File: src/rtl/dbi_pkg.sv
package dbi_pkg;
  localparam int unsigned LANE_W_DEF = 16;
  localparam int unsigned LANES_DEF  = 4;
  // flag is active-low on the wire
  localparam logic FLAG_ON  = 1'b0;
  localparam logic FLAG_OFF = 1'b1;
endpackage

File: src/rtl/dbi_lane_enc.sv
module dbi_lane_enc
  import dbi_pkg::*;
#(
  parameter int unsigned W = LANE_W_DEF,
  localparam int unsigned CW = $clog2(W + 1)
) (
  input  logic [W-1:0] data_i,
  output logic [W-1:0] bus_o,
  output logic         flag_o
);
  // logical ones become low lines when not inverted
  logic [CW-1:0] ones;
  logic          flip;

  always_comb begin
    ones = '0;
    for (int i = 0; i < W; i++) ones = ones + CW'(data_i[i]);
  end

  // tie at exactly half stays uninverted
  assign flip   = (ones > CW'(W / 2));
  assign bus_o  = flip ? data_i : ~data_i;
  assign flag_o = flip ? FLAG_ON : FLAG_OFF;
endmodule

File: src/rtl/dbi_lane_dec.sv
module dbi_lane_dec
  import dbi_pkg::*;
#(
  parameter int unsigned W = LANE_W_DEF
) (
  input  logic [W-1:0] bus_i,
  input  logic         flag_i,
  output logic [W-1:0] data_o
);
  assign data_o = (flag_i == FLAG_ON) ? bus_i : ~bus_i;
endmodule

File: src/rtl/dbi_out_stage.sv
module dbi_out_stage #(
  parameter int unsigned W       = 64,
  parameter logic [W-1:0] RST_VAL = '0,
  parameter bit          EN      = 1'b1
) (
  input  logic         clk_i,
  input  logic         rst_ni,
  input  logic [W-1:0] d_i,
  output logic [W-1:0] q_o
);
  if (EN) begin : g_reg
    logic [W-1:0] q_r;
    always_ff @(posedge clk_i or negedge rst_ni) begin
      if (!rst_ni) q_r <= RST_VAL;
      else         q_r <= d_i;
    end
    assign q_o = q_r;
  end else begin : g_thru
    assign q_o = d_i;
  end
endmodule

File: src/rtl/dbi_codec.sv
module dbi_codec
  import dbi_pkg::*;
#(
  parameter int unsigned LANE_W  = LANE_W_DEF,
  parameter int unsigned LANES   = LANES_DEF,
  parameter bit          OUT_REG = 1'b1,
  localparam int unsigned BUS_W  = LANE_W * LANES,
  localparam int unsigned HALF   = LANE_W / 2
) (
  input  logic             clk_i,
  input  logic             rst_ni,
  input  logic [BUS_W-1:0] tx_data_i,
  output logic [BUS_W-1:0] tx_bus_o,
  output logic [LANES-1:0] tx_flag_o,
  input  logic [BUS_W-1:0] rx_bus_i,
  input  logic [LANES-1:0] rx_flag_i,
  output logic [BUS_W-1:0] rx_data_o
);
  logic [BUS_W-1:0] enc_bus, dec_data;
  logic [LANES-1:0] enc_flag;

  for (genvar l = 0; l < LANES; l++) begin : g_lane
    dbi_lane_enc #(.W(LANE_W)) u_enc (
      .data_i (tx_data_i[l*LANE_W +: LANE_W]),
      .bus_o  (enc_bus[l*LANE_W +: LANE_W]),
      .flag_o (enc_flag[l])
    );
    dbi_lane_dec #(.W(LANE_W)) u_dec (
      .bus_i  (rx_bus_i[l*LANE_W +: LANE_W]),
      .flag_i (rx_flag_i[l]),
      .data_o (dec_data[l*LANE_W +: LANE_W])
    );
  end

  // idle bus: every line high, no flag asserted
  dbi_out_stage #(.W(BUS_W), .RST_VAL({BUS_W{1'b1}}), .EN(OUT_REG)) u_tx_bus (
    .clk_i, .rst_ni, .d_i(enc_bus), .q_o(tx_bus_o)
  );
  dbi_out_stage #(.W(LANES), .RST_VAL({LANES{FLAG_OFF}}), .EN(OUT_REG)) u_tx_flag (
    .clk_i, .rst_ni, .d_i(enc_flag), .q_o(tx_flag_o)
  );
  dbi_out_stage #(.W(BUS_W), .RST_VAL('0), .EN(OUT_REG)) u_rx_data (
    .clk_i, .rst_ni, .d_i(dec_data), .q_o(rx_data_o)
  );

  // ---------------- assertions ----------------
  logic [BUS_W-1:0] tx_mask, rx_mask;
  logic             past_ok;

  for (genvar l = 0; l < LANES; l++) begin : g_mask
    assign tx_mask[l*LANE_W +: LANE_W] = {LANE_W{tx_flag_o[l] == FLAG_ON}};
    assign rx_mask[l*LANE_W +: LANE_W] = {LANE_W{rx_flag_i[l] == FLAG_ON}};
  end

  always_ff @(posedge clk_i or negedge rst_ni) begin
    if (!rst_ni) past_ok <= 1'b0;
    else         past_ok <= 1'b1;
  end

  for (genvar l = 0; l < LANES; l++) begin : g_lane_chk
    a_r2_low_limit: assert property (@(posedge clk_i) disable iff (!rst_ni)
      $countones(~tx_bus_o[l*LANE_W +: LANE_W]) <= HALF);
  end

  if (OUT_REG) begin : g_chk_reg
    a_r7_roundtrip: assert property (@(posedge clk_i) disable iff (!rst_ni)
      past_ok |-> (((~tx_bus_o) ^ tx_mask) == $past(tx_data_i)));
    a_r6_decode: assert property (@(posedge clk_i) disable iff (!rst_ni)
      past_ok |-> (rx_data_o == ((~$past(rx_bus_i)) ^ $past(rx_mask))));
    for (genvar l = 0; l < LANES; l++) begin : g_lane_reg
      a_r4_tie_kept: assert property (@(posedge clk_i) disable iff (!rst_ni)
        past_ok && ($countones($past(tx_data_i[l*LANE_W +: LANE_W])) == HALF)
        |-> tx_flag_o[l] == FLAG_OFF);
      a_r5_heavy_flip: assert property (@(posedge clk_i) disable iff (!rst_ni)
        past_ok && ($countones($past(tx_data_i[l*LANE_W +: LANE_W])) > HALF)
        |-> tx_flag_o[l] == FLAG_ON);
    end
  end else begin : g_chk_comb
    a_r7_roundtrip: assert property (@(posedge clk_i) disable iff (!rst_ni)
      (((~tx_bus_o) ^ tx_mask) == tx_data_i));
    a_r6_decode: assert property (@(posedge clk_i) disable iff (!rst_ni)
      (rx_data_o == ((~rx_bus_i) ^ rx_mask)));
    for (genvar l = 0; l < LANES; l++) begin : g_lane_comb
      a_r4_tie_kept: assert property (@(posedge clk_i) disable iff (!rst_ni)
        ($countones(tx_data_i[l*LANE_W +: LANE_W]) == HALF) |-> tx_flag_o[l] == FLAG_OFF);
      a_r5_heavy_flip: assert property (@(posedge clk_i) disable iff (!rst_ni)
        ($countones(tx_data_i[l*LANE_W +: LANE_W]) > HALF) |-> tx_flag_o[l] == FLAG_ON);
    end
  end
endmodule

File: config.mk
export PLATFORM = sky130hd
export DESIGN_NAME = dbi_codec
export DESIGN_NICKNAME = d
export VERILOG_FILES = /design/src/rtl/dbi_pkg.sv /design/src/rtl/dbi_lane_enc.sv /design/src/rtl/dbi_lane_dec.sv /design/src/rtl/dbi_out_stage.sv /design/src/rtl/dbi_codec.sv
export SDC_FILE = /design/constraint.sdc
export NUM_CORES = 1
export LEC_CHECK = 0
export ABC_CLOCK_PERIOD_IN_PS = 800
export BUFFER_PORTS_ARGS = -buffer_cell sky130_fd_sc_hd__buf_4
export CAP_MARGIN = 30
export CORE_MARGIN = 10
export CORE_UTILIZATION = 49
export CTS_BUF_LIST = sky130_fd_sc_hd__clkbuf_16
export CTS_CLUSTER_SIZE = 28
export DETAILED_ROUTE_END_ITERATION = 10
export PLACE_DENSITY = 0.89
export SKIP_CTS_REPAIR_TIMING = 1
export SLEW_MARGIN = 10
export SYNTH_ARGS = -nofsm -noshare
export SYNTH_HDL_FRONTEND = slang
export SYNTH_HIERARCHICAL = 1
export SYNTH_SLANG_ARGS = --single-unit
File: constraint.sdc
create_clock -name clk_i -period 0.8 [get_ports clk_i]
set_clock_uncertainty 0.05 [all_clocks]
set_input_delay 0.04 -clock clk_i [delete_from_list [all_inputs] [get_ports clk_i]]
set_output_delay 0.04 -clock clk_i [all_outputs]
set_load 0.02 [all_outputs]
==> metrics <==
Crit path top cell by count=fa_1; largest cells by area after synthesis=dfstp_2 (27%), dfrtp_1 (24%), fa_1 (12%); synthesized instance count=roughly 480; Worst Max-Slew Pin Slew=about 0.43 ns; GRT Util Overall=approximately a fifth; post-detail-place hpwl=between 15 and 20 mm; Req. time, crit path=roughly 1.1 ns; Setup WS post-layout=-2.95 ns; pin count of the biggest net entering global routing=47; initial core utilization=between 40% and 50%; remaining routing DRC violations=0; hold violation count in the final report=3; type of the tightest min-delay check=primary input to flop; Final Util=approximately 93%; number of optimization iterations in the first detailed-route pass=5; RSZ-0062 raised after global routing=true; post-CTS clock slew at the launch and capture registers of the worst setup and hold paths=~0.060 ns; final critical-path share of the clock period=469%; multi-input combinational cell area=roughly 0.003 mm2; root buffer cell=clkbuf_16; hold slack=-0.0125 ns; net count of the finished layout=~1,100; fin crit period=between 3 and 4 ns; number of buffers created by CTS=17; initial antenna violation count=2; Cell variety after synth=31; sequential cell area in the final layout=0.00339 mm2; global-route wire length before repair=29.4 mm; TritonCTS clock tree=built; filler instances=between 300 and 400; startpoint type of the worst setup path=primary input; Clock Sinks=roughly 130; register area share after synthesis=51.3%; maximum vdd ir drop=roughly 2500 uV; violated checks=hold timing, setup timing; total of endpoints with negative setup slack in the final report=approximately 210; number of buffers and inverters on the critical path=5; floorplan core area=around 0.013 mm2; net count of the mapped netlist=669; delay of the slowest critical-path stage=0.58 ns; flip-flop and latch count after synthesis=132; number of buffers inserted by port buffering=265; crit path capture type=flop; Endpoint, Worst Hold=u_rx_data/q_o[39]; Routed WL=between 20 and 30 mm; vias after detailed routing=around 5,800; type of the setup path with the least slack=primary input to flop; Syn-to-layout area delta=86.3%; Area after DPL=0.00935 mm2; most used standard cell by instance count after synthesis=inv_1; status=complete, but fails checks; chip width=approximately 140 um; most used standard cells in the synthesized netlist=inv_1 (105), dfstp_2 (68), xor2_1 (66), dfrtp_1 (64), xnor2_1 (45); Max Cap Violations=0; fraction of synthesized cell area taken by the top area cell type=between 20 and 30%; top cell family by delay on the critical path=adder cells; post-synthesis average cell area=roughly 14 um2; maximum fanout count along the critical path=10; die height=between 100 and 150 um; number of cells on the worst hold path=2; DIE AREA=around 0.019 mm2; final design area excluding fillers=~0.012 mm2; Max Root-Sink Buffers=2; launch point of the worst hold path=rx_flag_i[2]; Synth Warn #=6; vias in the first global route=roughly 5,500; netlist area before placement=roughly 0.0066 mm2; Overflow after GRT=0; number of nets with antenna violations after detailed routing=0; share of final-layout standard cells stronger than drive strength 1=between 50% and 60%; I/O pins=266; data arrival at the endpoint of the critical path=around 4 ns; starting DRC count in detailed routing=about 440; # H-tree levels=4; cell with the biggest individual delay on the critical path=fa_1; last weighted congestion value of the routability-driven placer=a little over 0.8; prevailing post-synth register cell=dfstp_2; sequence of cells on the critical path=buf_4 > inv_2 > fa_1 > fa_1 > fa_1 > fa_1 > inv_2 > ha_4 > inv_2 > fa_1 > nor2b_4 > a31oi_1 > o211ai_1 > buf_6 > xnor2_1; Wirelength per Cell=between 20 and 30 um; Post-synth ARST share=between 90% and 100%; placement row count=42; total power per unit cell area=between 3000 and 4000 mW/mm2; Worst slew margin=71.5%; maximum achievable frequency=about 270 MHz; number of enable-type register cells in the synthesized netlist=0; Power, Total=about 49 mW; via/cell ratio=between 5 and 6; dominant cell type by area after synthesis=dfstp_2; count of final max-slew check failures=0; Pleak=around 6 nW
## flip-flops by register name, indices dropped and copies added (netlist names)
| signal | count |
|---|---|
| u_tx_bus/q_o | 64 |
| u_tx_flag/q_o | 4 |
| u_rx_data/q_o | 64 |
## layout by cell type, fill, tap and decap left out, types with 3 or more instances in the layout
master | Yosys | routed
clkinv_2 | 0 | 3
ha_1 | 20 | 16
dfrtp_1 | 64 | 64
fa_1 | 40 | 37
xnor2_2 | 18 | 40
buf_8 | 0 | 4
xor2_1 | 66 | 65
fa_2 | 0 | 3
xnor2_1 | 45 | 13
buf_4 | 0 | 191
dfstp_2 | 68 | 68
inv_1 | 105 | 67
inv_4 | 0 | 15
a21oi_2 | 1 | 3
dlygate4sd3_1 | 0 | 128
clkinv_4 | 0 | 3
a21oi_1 | 5 | 3
buf_12 | 8 | 5
inv_2 | 0 | 19
buf_6 | 8 | 147
clkinv_1 | 0 | 3
clkbuf_16 | 0 | 20
xnor2_4 | 0 | 10
bufinv_16 | 0 | 3
## area by class of cell
| type | instances | share of cell area (%) |
|---|---|---|
| Timing Repair Buffer | 477 | 37.2 |
| Sequential cell | 132 | 27.6 |
| Multi-Input combinational cell | 222 | 24.6 |
| Inverter | 105 | 3.86 |
| Clock buffer | 18 | 3.66 |
| Tap cell | 176 | 1.79 |
| Clock inverter | 14 | 1.27 |
| Antenna cell | 2 | 0.0407 |
## routing by layer
metal  global-route usage (%)  wire length, um  vias to the layer above
met1                     19.7             9700                     2951
met3                     9.04             2710                       99
met5                        0                0                        -
met2                     39.5            15400                      384
li1                         -                -                     2355
met4                     7.69             1370                        0
## through the flow
step,setup TNS (ns),hold slack (ns),worst slack [ns],std cells
global route,-240.03,0.000330,-3.05,1146
floorplan,-187.76,-0.306,-2.83,475
global placement,-202.18,0.0939,-3.04,974
detailed placement,-209.22,0.0955,-3.21,974
CTS,-225.45,-0.340,-2.83,1006
finish,-233.61,-0.0125,-2.95,1146
## worst max-delay path by stage
stage	start	to	cells past startpoint
after CTS	tx_data_i[43]	u_tx_bus/q_o[46]	15
after global placement	tx_data_i[43]	u_tx_bus/q_o[43]	15
after floorplan	tx_data_i[43]	u_tx_bus/q_o[41]	15
after global routing	tx_data_i[41]	u_tx_bus/q_o[41]	15
final	tx_data_i[39]	u_tx_bus/q_o[43]	15
after detailed placement	tx_data_i[43]	u_tx_bus/q_o[46]	15
## power breakdown
group / total (mW) / internal [mW] / switching [mW]
Sequential: 11.7 / 10.4 / 1.34
Clock: 8.24 / 5.06 / 3.17
Combinational: 29.0 / 14.6 / 14.4
Total: 49.0 / 30.1 / 18.9
## kinds of logic after synthesis
kind of cell    after synthesis  synth area share [%]
xor+xnor                    129                  19.2
buf+inv                     121                  9.76
simple gates                 15                  1.59
flops                       132                  51.3
mux                           2                 0.303
compound gates               16                  1.91
fa+ha+maj                    60                  15.9
Note: power is estimated with default switching activity, not from simulation.
